### config.mk
export PLATFORM = sky130hd
export DESIGN_NAME = lazy_flag_eval
export DESIGN_NICKNAME = d
export VERILOG_FILES = /design/src/rtl/lazyflag_pkg.sv /design/src/rtl/lf_sub_flags.sv /design/src/rtl/lf_add_flags.sv /design/src/rtl/lf_class_eval.sv /design/src/rtl/lf_ext_unit.sv /design/src/rtl/lazy_flag_eval.sv
export SDC_FILE = /design/constraint.sdc
export NUM_CORES = 1
export LEC_CHECK = 0
export BUFFER_PORTS_ARGS = -buffer_cell sky130_fd_sc_hd__buf_2
export CORE_MARGIN = 2
export CORE_UTILIZATION = 55
export DETAILED_ROUTE_END_ITERATION = 10
export PLACE_DENSITY = 0.79
export REMOVE_ABC_BUFFERS = 1
export SLEW_MARGIN = 25
export SYNTH_ARGS = -nofsm -noshare
export SYNTH_HDL_FRONTEND = slang
export SYNTH_SLANG_ARGS = --single-unit
### constraint.sdc
create_clock -name clk -period 12.4 [get_ports clk]
set_input_delay 1.86 -clock clk [delete_from_list [all_inputs] [get_ports clk]]
set_output_delay 1.86 -clock clk [all_outputs]
set_load 0.02 [all_outputs]
### src/rtl/lazyflag_pkg.sv
package lazyflag_pkg;

    typedef enum logic [3:0] {
        OP_LOGIC = 4'd0,
        OP_ADD   = 4'd1,
        OP_SUB   = 4'd2,
        OP_CMPQ  = 4'd3,
        OP_CMPH  = 4'd4,
        OP_ADDX  = 4'd5,
        OP_SUBX  = 4'd6,
        OP_SHIFT = 4'd7,
        OP_PASS  = 4'd8,
        OP_XADD  = 4'd9,
        OP_XSUB  = 4'd10
    } op_e;

    typedef struct packed {
        logic n;
        logic z;
        logic v;
        logic c;
    } ccr_t;

    function automatic logic op_known(input logic [3:0] op);
        return op <= 4'd10;
    endfunction

    function automatic logic op_is_ext(input logic [3:0] op);
        return (op == 4'd9) || (op == 4'd10);
    endfunction

endpackage

### src/rtl/lf_sub_flags.sv
module lf_sub_flags
    import lazyflag_pkg::*;
#(
    parameter int W = 32
) (
    input  logic [W-1:0] res,
    input  logic [W-1:0] src,
    input  logic         bin,
    output ccr_t         fl
);
    logic [W-1:0] opnd;

    // First operand rebuilt from the result and the subtrahend
    assign opnd = res + src + W'(bin);

    always_comb begin
        fl.z = (res == '0);
        fl.n = !fl.z && res[W-1];
        fl.c = bin ? (opnd <= src) : (opnd < src);
        fl.v = (opnd[W-1] ^ res[W-1]) & (opnd[W-1] ^ src[W-1]);
    end
endmodule

### src/rtl/lf_add_flags.sv
module lf_add_flags
    import lazyflag_pkg::*;
#(
    parameter int W = 32
) (
    input  logic [W-1:0] res,
    input  logic [W-1:0] src,
    input  logic         cin,
    output ccr_t         fl
);
    logic [W-1:0] opnd;

    // First addend rebuilt by removing the source and carry from the sum
    assign opnd = res - src - W'(cin);

    always_comb begin
        fl.z = (res == '0);
        fl.n = !fl.z && res[W-1];
        fl.c = cin ? (res <= src) : (res < src);
        fl.v = (src[W-1] ^ res[W-1]) & ~(opnd[W-1] ^ src[W-1]);
    end
endmodule

### src/rtl/lf_class_eval.sv
module lf_class_eval
    import lazyflag_pkg::*;
#(
    parameter int W = 32
) (
    input  op_e          cls,
    input  logic [W-1:0] src,
    input  logic [W-1:0] res,
    output ccr_t         flags
);
    localparam int NNAR = 2;

    ccr_t add_fl;
    ccr_t sub_fl;
    ccr_t nar_fl [NNAR];
    ccr_t nz_fl;

    lf_add_flags #(.W(W)) u_add (
        .res(res), .src(src), .cin(cls == OP_ADDX), .fl(add_fl)
    );

    lf_sub_flags #(.W(W)) u_sub (
        .res(res), .src(src), .bin(cls == OP_SUBX), .fl(sub_fl)
    );

    // Narrow compares: index 0 at W/4, index 1 at W/2
    for (genvar g = 0; g < NNAR; g++) begin : g_narrow
        localparam int NW = W >> (NNAR - g);
        lf_sub_flags #(.W(NW)) u_nsub (
            .res(res[NW-1:0]), .src(src[NW-1:0]), .bin(1'b0), .fl(nar_fl[g])
        );
    end

    always_comb begin
        nz_fl   = '0;
        nz_fl.z = (res == '0);
        nz_fl.n = !nz_fl.z && res[W-1];
    end

    always_comb begin
        case (cls)
            OP_LOGIC:         flags = nz_fl;
            OP_ADD, OP_ADDX:  flags = add_fl;
            OP_SUB, OP_SUBX:  flags = sub_fl;
            OP_CMPQ:          flags = nar_fl[0];
            OP_CMPH:          flags = nar_fl[1];
            OP_SHIFT:         flags = '{n: nz_fl.n, z: nz_fl.z, v: 1'b0, c: (src != '0)};
            OP_PASS:          flags = ccr_t'(res[3:0]);
            default:          flags = '0;
        endcase
    end
endmodule

### src/rtl/lf_ext_unit.sv
module lf_ext_unit
    import lazyflag_pkg::*;
#(
    parameter int W = 32
) (
    input  logic         is_sub,
    input  logic         x_in,
    input  logic [W-1:0] a,
    input  logic [W-1:0] b,
    output logic [W-1:0] res,
    output logic         x_out,
    output op_e          cls
);
    always_comb begin
        if (is_sub) begin
            res   = a - b - W'(x_in);
            x_out = x_in ? (a <= b) : (a < b);
            cls   = x_in ? OP_SUBX : OP_SUB;
        end else begin
            res   = a + b + W'(x_in);
            x_out = x_in ? (res <= b) : (res < b);
            cls   = x_in ? OP_ADDX : OP_ADD;
        end
    end
endmodule

### src/rtl/lazy_flag_eval.sv
module lazy_flag_eval
    import lazyflag_pkg::*;
#(
    parameter int DATA_W = 32
) (
    input  logic              clk,
    input  logic              rst,
    input  logic              valid_i,
    input  logic [3:0]        op_i,
    input  logic [DATA_W-1:0] src_i,
    input  logic [DATA_W-1:0] dst_i,
    input  logic              x_i,
    input  logic [3:0]        flags_i,
    output logic              valid_o,
    output logic [3:0]        flags_o,
    output logic              x_o,
    output logic [DATA_W-1:0] result_o,
    output logic              err_o
);
    logic              known;
    logic              is_ext;
    logic [DATA_W-1:0] ext_res;
    logic              ext_x;
    op_e               ext_cls;
    op_e               cls;
    logic [DATA_W-1:0] res_sel;
    ccr_t              ev_fl;
    ccr_t              nxt_fl;
    ccr_t              prev_fl;
    logic              nxt_x;

    assign known   = op_known(op_i);
    assign is_ext  = op_is_ext(op_i);
    assign prev_fl = ccr_t'(flags_i);

    lf_ext_unit #(.W(DATA_W)) u_ext (
        .is_sub(op_i == OP_XSUB), .x_in(x_i), .a(dst_i), .b(src_i),
        .res(ext_res), .x_out(ext_x), .cls(ext_cls)
    );

    assign cls     = is_ext ? ext_cls : op_e'(op_i);
    assign res_sel = is_ext ? ext_res : dst_i;
    assign nxt_x   = is_ext ? ext_x : x_i;

    lf_class_eval #(.W(DATA_W)) u_eval (
        .cls(cls), .src(src_i), .res(res_sel), .flags(ev_fl)
    );

    always_comb begin
        nxt_fl = ev_fl;
        if (is_ext) nxt_fl.z = ev_fl.z & prev_fl.z;
    end

    always_ff @(posedge clk) begin
        if (rst) begin
            valid_o  <= 1'b0;
            err_o    <= 1'b0;
            flags_o  <= '0;
            x_o      <= 1'b0;
            result_o <= '0;
        end else begin
            valid_o <= valid_i && known;
            err_o   <= valid_i && !known;
            if (valid_i && known) begin
                flags_o  <= nxt_fl;
                x_o      <= nxt_x;
                result_o <= res_sel;
            end
        end
    end

    // accepted strobe yields valid next cycle
    p_latency_r12: assert property (@(posedge clk) disable iff (rst)
        (valid_i && known) |=> valid_o);

    // unknown code leaves outputs untouched
    p_err_hold_r11: assert property (@(posedge clk) disable iff (rst)
        err_o |-> ($stable(flags_o) && $stable(x_o) && $stable(result_o) && !valid_o));

    // N and Z are exclusive outside pass-through
    p_nz_excl_r1: assert property (@(posedge clk) disable iff (rst)
        (valid_o && $past(op_i) != OP_PASS) |-> !(flags_o[3] && flags_o[2]));

    // logic class clears V and C
    p_logic_vc_r1: assert property (@(posedge clk) disable iff (rst)
        (valid_o && $past(op_i) == OP_LOGIC) |-> (flags_o[1:0] == 2'b00));

    // pass-through returns the stored nibble
    p_pass_r7: assert property (@(posedge clk) disable iff (rst)
        (valid_o && $past(op_i) == OP_PASS) |-> (flags_o == $past(dst_i[3:0])));

    // sticky Z is never newly set
    p_sticky_z_r10: assert property (@(posedge clk) disable iff (rst)
        (valid_o && op_is_ext($past(op_i)) && !$past(flags_i[2])) |-> !flags_o[2]);

    // extended subtract reports carry equal to the new extend bit
    p_ext_cx_r9: assert property (@(posedge clk) disable iff (rst)
        (valid_o && op_is_ext($past(op_i))) |-> (flags_o[0] == x_o));
endmodule

======== Yosys cells after proc, flatten, opt, wreduce, memory -nomap -nowiden ========
Index checks and enable logic that the tools add are counted.
Widths: inputs -> output; s select.
word-level totals
  input port bits ......................... 76
  logic and storage cells ................. 81
  memories kept ........................... 0
  latch bits .............................. 0
  bits in writable memories ............... 0
  output and inout bits ................... 39
  bits in registers ....................... 39
  bits in read-only memories .............. 0
operators by class
  muxes and demuxes ....................... 14
  divide/modulo/power cells ............... 0
  order comparisons ....................... 11
  $mul .................................... 0
  reductions and logical operators ........ 17
  add/sub/neg operators ................... 10
  bitwise operators ....................... 14
  eq/ne operators ......................... 10
  shift-type cells ........................ 0
operator list
  operator            count
  $le 32x32->1        4
  $lt 32x32->1        4
  $add 32x1->32       2
  $add 32x32->32      2
  $mux 32             2
  $sub 32x1->32       2
  $sub 32x32->32      2
  $logic_not 32->1    1
  $reduce_bool 32->1  1
  $pmux 4 s7          1
  $add 16x16->16      1
  $eq 4x3->1 const B  4
  $logic_not 16->1    1
  $lt 16x16->1        1
  $eq 4x4->1 const B  3
  $add 8x8->8         1
  $eq 4x2->1 const B  2
  $logic_not 8->1     1
  $lt 8x8->1          1
  $mux 4              2
  $xor 1x1->1         8
  $mux 1              7
  $mux 3              2
  $and 1x1->1         5
  other kinds (8)     16

======== Depth between registers and ports, before layout ========
  depth in word-level cells ............... 12
  mapped depth ............................ 37
  gate-level depth less buffers ........... 36

======== Cells and area by module ========
From an unflattened synthesis, not the netlist that was laid out.
second synthesis, totals
  cells, all modules ...................... 2074
  area, all modules ....................... 15172.1 sq um
modules (own cells, without submodules)
  module                                     cells each  seq. area each (sq um)  times used  area an instance (sq um)
  lf_ext_unit                                827         0.0                     1           5809.3
  lf_sub_flags at u_eval.u_sub               370         0.0                     1           2720.1
  lazy_flag_eval                             268         780.7                   1           2288.4
  lf_add_flags                               318         0.0                     1           2228.4
  lf_sub_flags at u_eval.g_narrow[1].u_nsub  152         0.0                     1           1139.8
  lf_sub_flags at u_eval.g_narrow[0].u_nsub  78          0.0                     1           586.8
  lf_class_eval                              61          0.0                     1           399.1

======== Worst setup path before layout ========
OpenSTA, ideal clock, no wires.
  kind .................................... input to register
  start point ............................. input src_i[4]
  end point ............................... register flags_o[0]
  setup slack ............................. 4.337 ns
  setup time .............................. 0.091 ns
  stages .................................. 30
  path buffers ............................ 2
  data required time ...................... 12.309 ns
  arrival ................................. 7.972 ns
  path through ............................ inv_1 -> ha_1 -> clkbuf_1 -> inv_1 -> ha_1 -> nor2_1 -> a211oi_1 -> o221ai_1 -> xnor2_1 -> o221ai_1 -> inv_1 -> ha_1 -> clkbuf_1 -> nor4_1 -> nand2_1 -> a211oi_1 -> o41ai_1 -> a2111oi_0 -> nor3_1 -> o31ai_1 -> a21oi_1 -> xor2_1 -> ha_1 -> nand4_1 -> or2_2 -> nor3_1 -> nand2_1 -> o2111ai_1 -> a21oi_1 -> a311oi_1
between the ends
  word-level cells in the longest chain between the ends .. 9
  elaborated cells on any way between the ends .. 20
  those cells by class .................... 8 x add/sub; 6 x order compare; 5 x mux; 1 x reduce/logical
RTL lines
  element                                           RTL line                              RTL
  start, declared                                   lazy_flag_eval.sv:10                  input logic [DATA_W-1:0] src_i,
  $add 32x32->32 or $sub 32x32->32 (tied branches)  lf_ext_unit.sv:20, lf_ext_unit.sv:16
  $add 32x1->32 or $sub 32x1->32 (tied branches)    lf_ext_unit.sv:20, lf_ext_unit.sv:16
  $mux 32 *                                         lf_ext_unit.sv:15                     if (is_sub) begin
  $mux 32 *                                         lazy_flag_eval.sv:42                  assign res_sel = is_ext ? ext_res : dst_i;
  net res_sel[9]                                    lazy_flag_eval.sv:26                  logic [DATA_W-1:0] res_sel;
  $add 32x32->32                                    lf_sub_flags.sv:14                    assign opnd = res + src + W'(bin);
  $add 32x1->32                                     lf_sub_flags.sv:14
  $lt 32x32->1 or $le 32x32->1 (tied branches)      lf_sub_flags.sv:19                    fl.c = bin ? (opnd <= src) : (opnd < src);
  $mux 1                                            lf_sub_flags.sv:19
  $pmux 4 s7 *                                      lf_class_eval.sv:41                   case (cls)
  end signal, assigned                              lazy_flag_eval.sv:65                  flags_o <= nxt_fl;
  end, declared                                     lazy_flag_eval.sv:15                  output logic [3:0] flags_o,
The timed path passes the listed nets; every way through them passes the cells marked *.
A chain may end at the register's enable or synchronous reset.

======== Final worst setup path ========
  start point ............................. input src_i[7]
  end point ............................... register flags_o[0]
Same word-level chain as after synthesis.

==> summary.md <==
| Metric | Value |
|---|---|
| Run status | completed |
| Routability-driven placement congestion ratio | 0.992 |
| Beginning of the critical path | src_i[7] |
| Full die area | 24900 um2 |
| Number of flops mapped to enable cells by yosys | 0 |
| Most used standard cell by instance count after synthesis | ha_1 |
| Max-cap violations | 0 |
| Final layout net count | 2259 |
| Standard-cell row count | 56 |
| Synthesis-to-layout area growth | 7.60% |
| Clock input transition at the sequential cells of the worst setup and hold paths | ~0.05 ns |
| Setup repair after global routing missed its margin | false |
| Share of post-route cells with drive strength above 1 | 8.79% |
| Transition time at the pin with the least slew margin | 1.05 ns |
| Endpoint class of the critical path | register |
| Number of global-route vias before repair | 12500 |
| Final clock period utilization by the worst path | 79.9% |
| Final routed wirelength across all metal layers | 43.0 mm |
| Root buffer cell | clkbuf_16 |
| Maximum level of the CTS H-tree | 2 |
| Total global routing track utilization | 34.1% |
| Cell internal power dissipation | 555 uW |
| Sequential fraction of the synthesis area | 6.01% |
| Total half-perimeter wirelength after legalization and detailed placement | between 30 and 40 mm |
| Overflow left after global routing | 0 |
| Post-placement cell count | 2165 |
| Core box area | 23300 um2 |
| R2R cell count | 3 |
| Final TNS setup | 0 ns |
| Wirelength per Cell | ~20 um |
| Vias/cell | 6.19 |
| Switching Power | 590 uW |
| P_leak | 0.00673 uW |
| Number of diodes added for antenna fixing | 0 |
| Top post-synthesis cells by area | ha_1 31%, a21oi_1 6.8%, inv_1 6.6%, dfxtp_1 6.0%, xnor2_1 5.8% |
| Total number of cells along the worst setup path | 31 |
| Number of buffer cells added on primary ports | 111 |
| Combinational power share | ~77% |
| Antenna violations before repair | 0 |
| Leading post-synthesis cells by instance count | 323 x ha_1, 229 x inv_1, 177 x a21oi_1 |
| Sw Ratio | 51.5% |
| Number of synthesized register bits | 39 |
| Max clock buf depth | 2 |
| Initial core utilization | between 50% and 60% |
| Worst setup slack before clock tree synthesis | 2.32 ns |
| Top-level I/O count | 115 |
| Worst-case setup margin in the final layout | 2.49 ns |
| Critical Setup Path Class | in2reg |
| Final Total Pwr | 1150 uW |
| Syn Std Cell Area | approximately 13000 um2 |
| Number of standard cells in the layout, taps in and fillers out | roughly 2200 |
| Total power density per cell area | 81.9 nW/um2 |
| Clock power frac | 10.5% |
| Post-CTS Setup Repair Bufs | 0 |
| Average size of a mapped cell | 7.32 um2 |
| First-pass detailed-route iteration total | 7 |
| Fraction of post-synthesis cell area in the top cell type by area | a little under a third |
| Slowest CP cell | a221oi_1 |
| Peak VDD IR | 0.0734 mV |
| Number of gates resized after CTS | 0 |
| CTS tree | yes |
| Kind of cell with the highest combined delay on the critical path | compound AO/OA/AOI/OAI gates |
| Tightest slew margin relative to the limit | 29.9% |
| Clock skew | 0 ns |
| Worst min-delay path category | reg2reg |
| Remaining antenna violation count | 0 |
| Number of instances in the synthesized netlist | 1775 |
| Final setup violation count | 0 |
| Most frequent CP cell | ha_1 |
| Startpoint of the lowest-slack hold path | result_o[25] |
| Async set-or-reset flop fraction in the synthesized netlist | 0% |
| Floorplan die height | 158 um |
| Count of filler cells inserted in the layout | between 2000 and 2500 |
| Initial drt markers | approximately 1300 |
| Worst endpoint data arrival time | a little over 10 ns |
| Number of buffers inserted during clock tree synthesis | 5 |
| Final hold viol count | 0 |
| Largest area contributor in the synthesized netlist | ha_1 |
| First-pass GRT wire length | 66.7 mm |
| Worst Path Max Fanout | 7 |
| Required time of the worst setup path | about 13 ns |
| Number of different library cells in the post-synthesis netlist | 89 |
| Min Clock Period, post-route | 9.91 ns |
| TritonCTS sink count | 39 |
| Largest net degree at the start of global routing | 54 |
| Die W | 158 um |
| Synth Flop Type | dfxtp_1 |
| Launching point of the worst reg2reg path | flags_o[1] |
| Delay of the slowest critical-path stage | a little under 0.8 ns |
| Later-pin clock latency in the skew report | 0.28 ns |
| Pins over their slew limit | 0 |
| Sequential share of power | ~12% |
| Number of hold buffers added after CTS | 0 |
| Yosys warning count | 0 |
| Achievable clock frequency | 0.101 GHz |
| DRC Markers | 0 |
| Instance count along the most critical hold path | 2 |
| Count of buffering cells on the critical path with inverters included | 4 |
| Via count of the routed design | 13500 |
| Element type at the critical path start | primary input |
## power by group through the flow
| stage | combinational (uW) | clock (uW) | sequential, uW |
|---|---|---|---|
| after floorplan | 615 | 0 | 154 |
| after global placement | 842 | 0 | 141 |
| after detailed placement | 862 | 0 | 142 |
| after CTS | 866 | 122 | 139 |
| after global routing | 980 | 127 | 140 |
| final | 886 | 120 | 139 |
## area by class of cell
cell class / count / area, um2 / share of cell area [%]
multi-input cells: 1448 / 11100 / 79.6
inverters: 237 / 890 / 6.36
flip-flops and latches: 39 / 781 / 5.58
repair buffers: 122 / 638 / 4.56
well taps: 319 / 399 / 2.85
clock buffers: 7 / 133 / 0.949
clock inverters: 1 / 5.00 / 0.0358
## metrics by stage
step	hold WS (ns)	utilization, %	cell area, um2
after floorplan	0.528	-	12800
after global routing	0.464	59.9	14000
after global placement	0.439	59.3	13800
final	0.448	59.9	14000
after detailed placement	0.444	59.3	13800
after CTS	0.452	59.9	14000
## cells in the final DEF (no fill, tap or decap), types with 32 or more instances in the layout
cell type / count
xnor2_1: 86
o21ai_0: 75
a21oi_1: 177
nor2b_1: 32
inv_1: 229
nand4_1: 46
ha_1: 323
buf_2: 111
a21o_1: 38
a211oi_1: 33
nor2_1: 136
dfxtp_1: 39
nand3_1: 32
nand2_1: 101
## worst paths after layout
kind	end	slack, ns
max	flags_o[0]	2.49
min	result_o[25]	0.45
max reg2reg	flags_o[1]	11.33
min reg2reg	result_o[25]	0.45
## sequential cells by signal (all words and copies together) (netlist names)
signal / count
x_o: 1
valid_o: 1
result_o: 32
flags_o: 4
err_o: 1
## layer usage
layer	vias up	wire, um	GRT usage (%)
li1	6518	-	-
met1	6271	20000	50.0
met2	605	18100	52.7
met3	65	3990	3.86
met4	0	961	8.74
met5	-	0	0
## worst register-to-register path: cells and delay by family, from the launching register on
kind	cells	cell delay (ns)
compound gates	1	0.11
flops	1	0.32
simple gates	2	0.55
## cells by family (layout without fill, tap and decap cells)
kind of cell | Yosys count | count (layout) | share of synthesized area [%]
compound gates | 516 | 516 | 26.4
simple gates | 488 | 488 | 19.0
fa+ha+maj | 330 | 330 | 32.2
buf+inv | 288 | 367 | 8.42
xor+xnor | 101 | 101 | 6.81
flops | 39 | 39 | 6.01
mux | 13 | 13 | 1.15
Power figures use the tool's default switching activity.
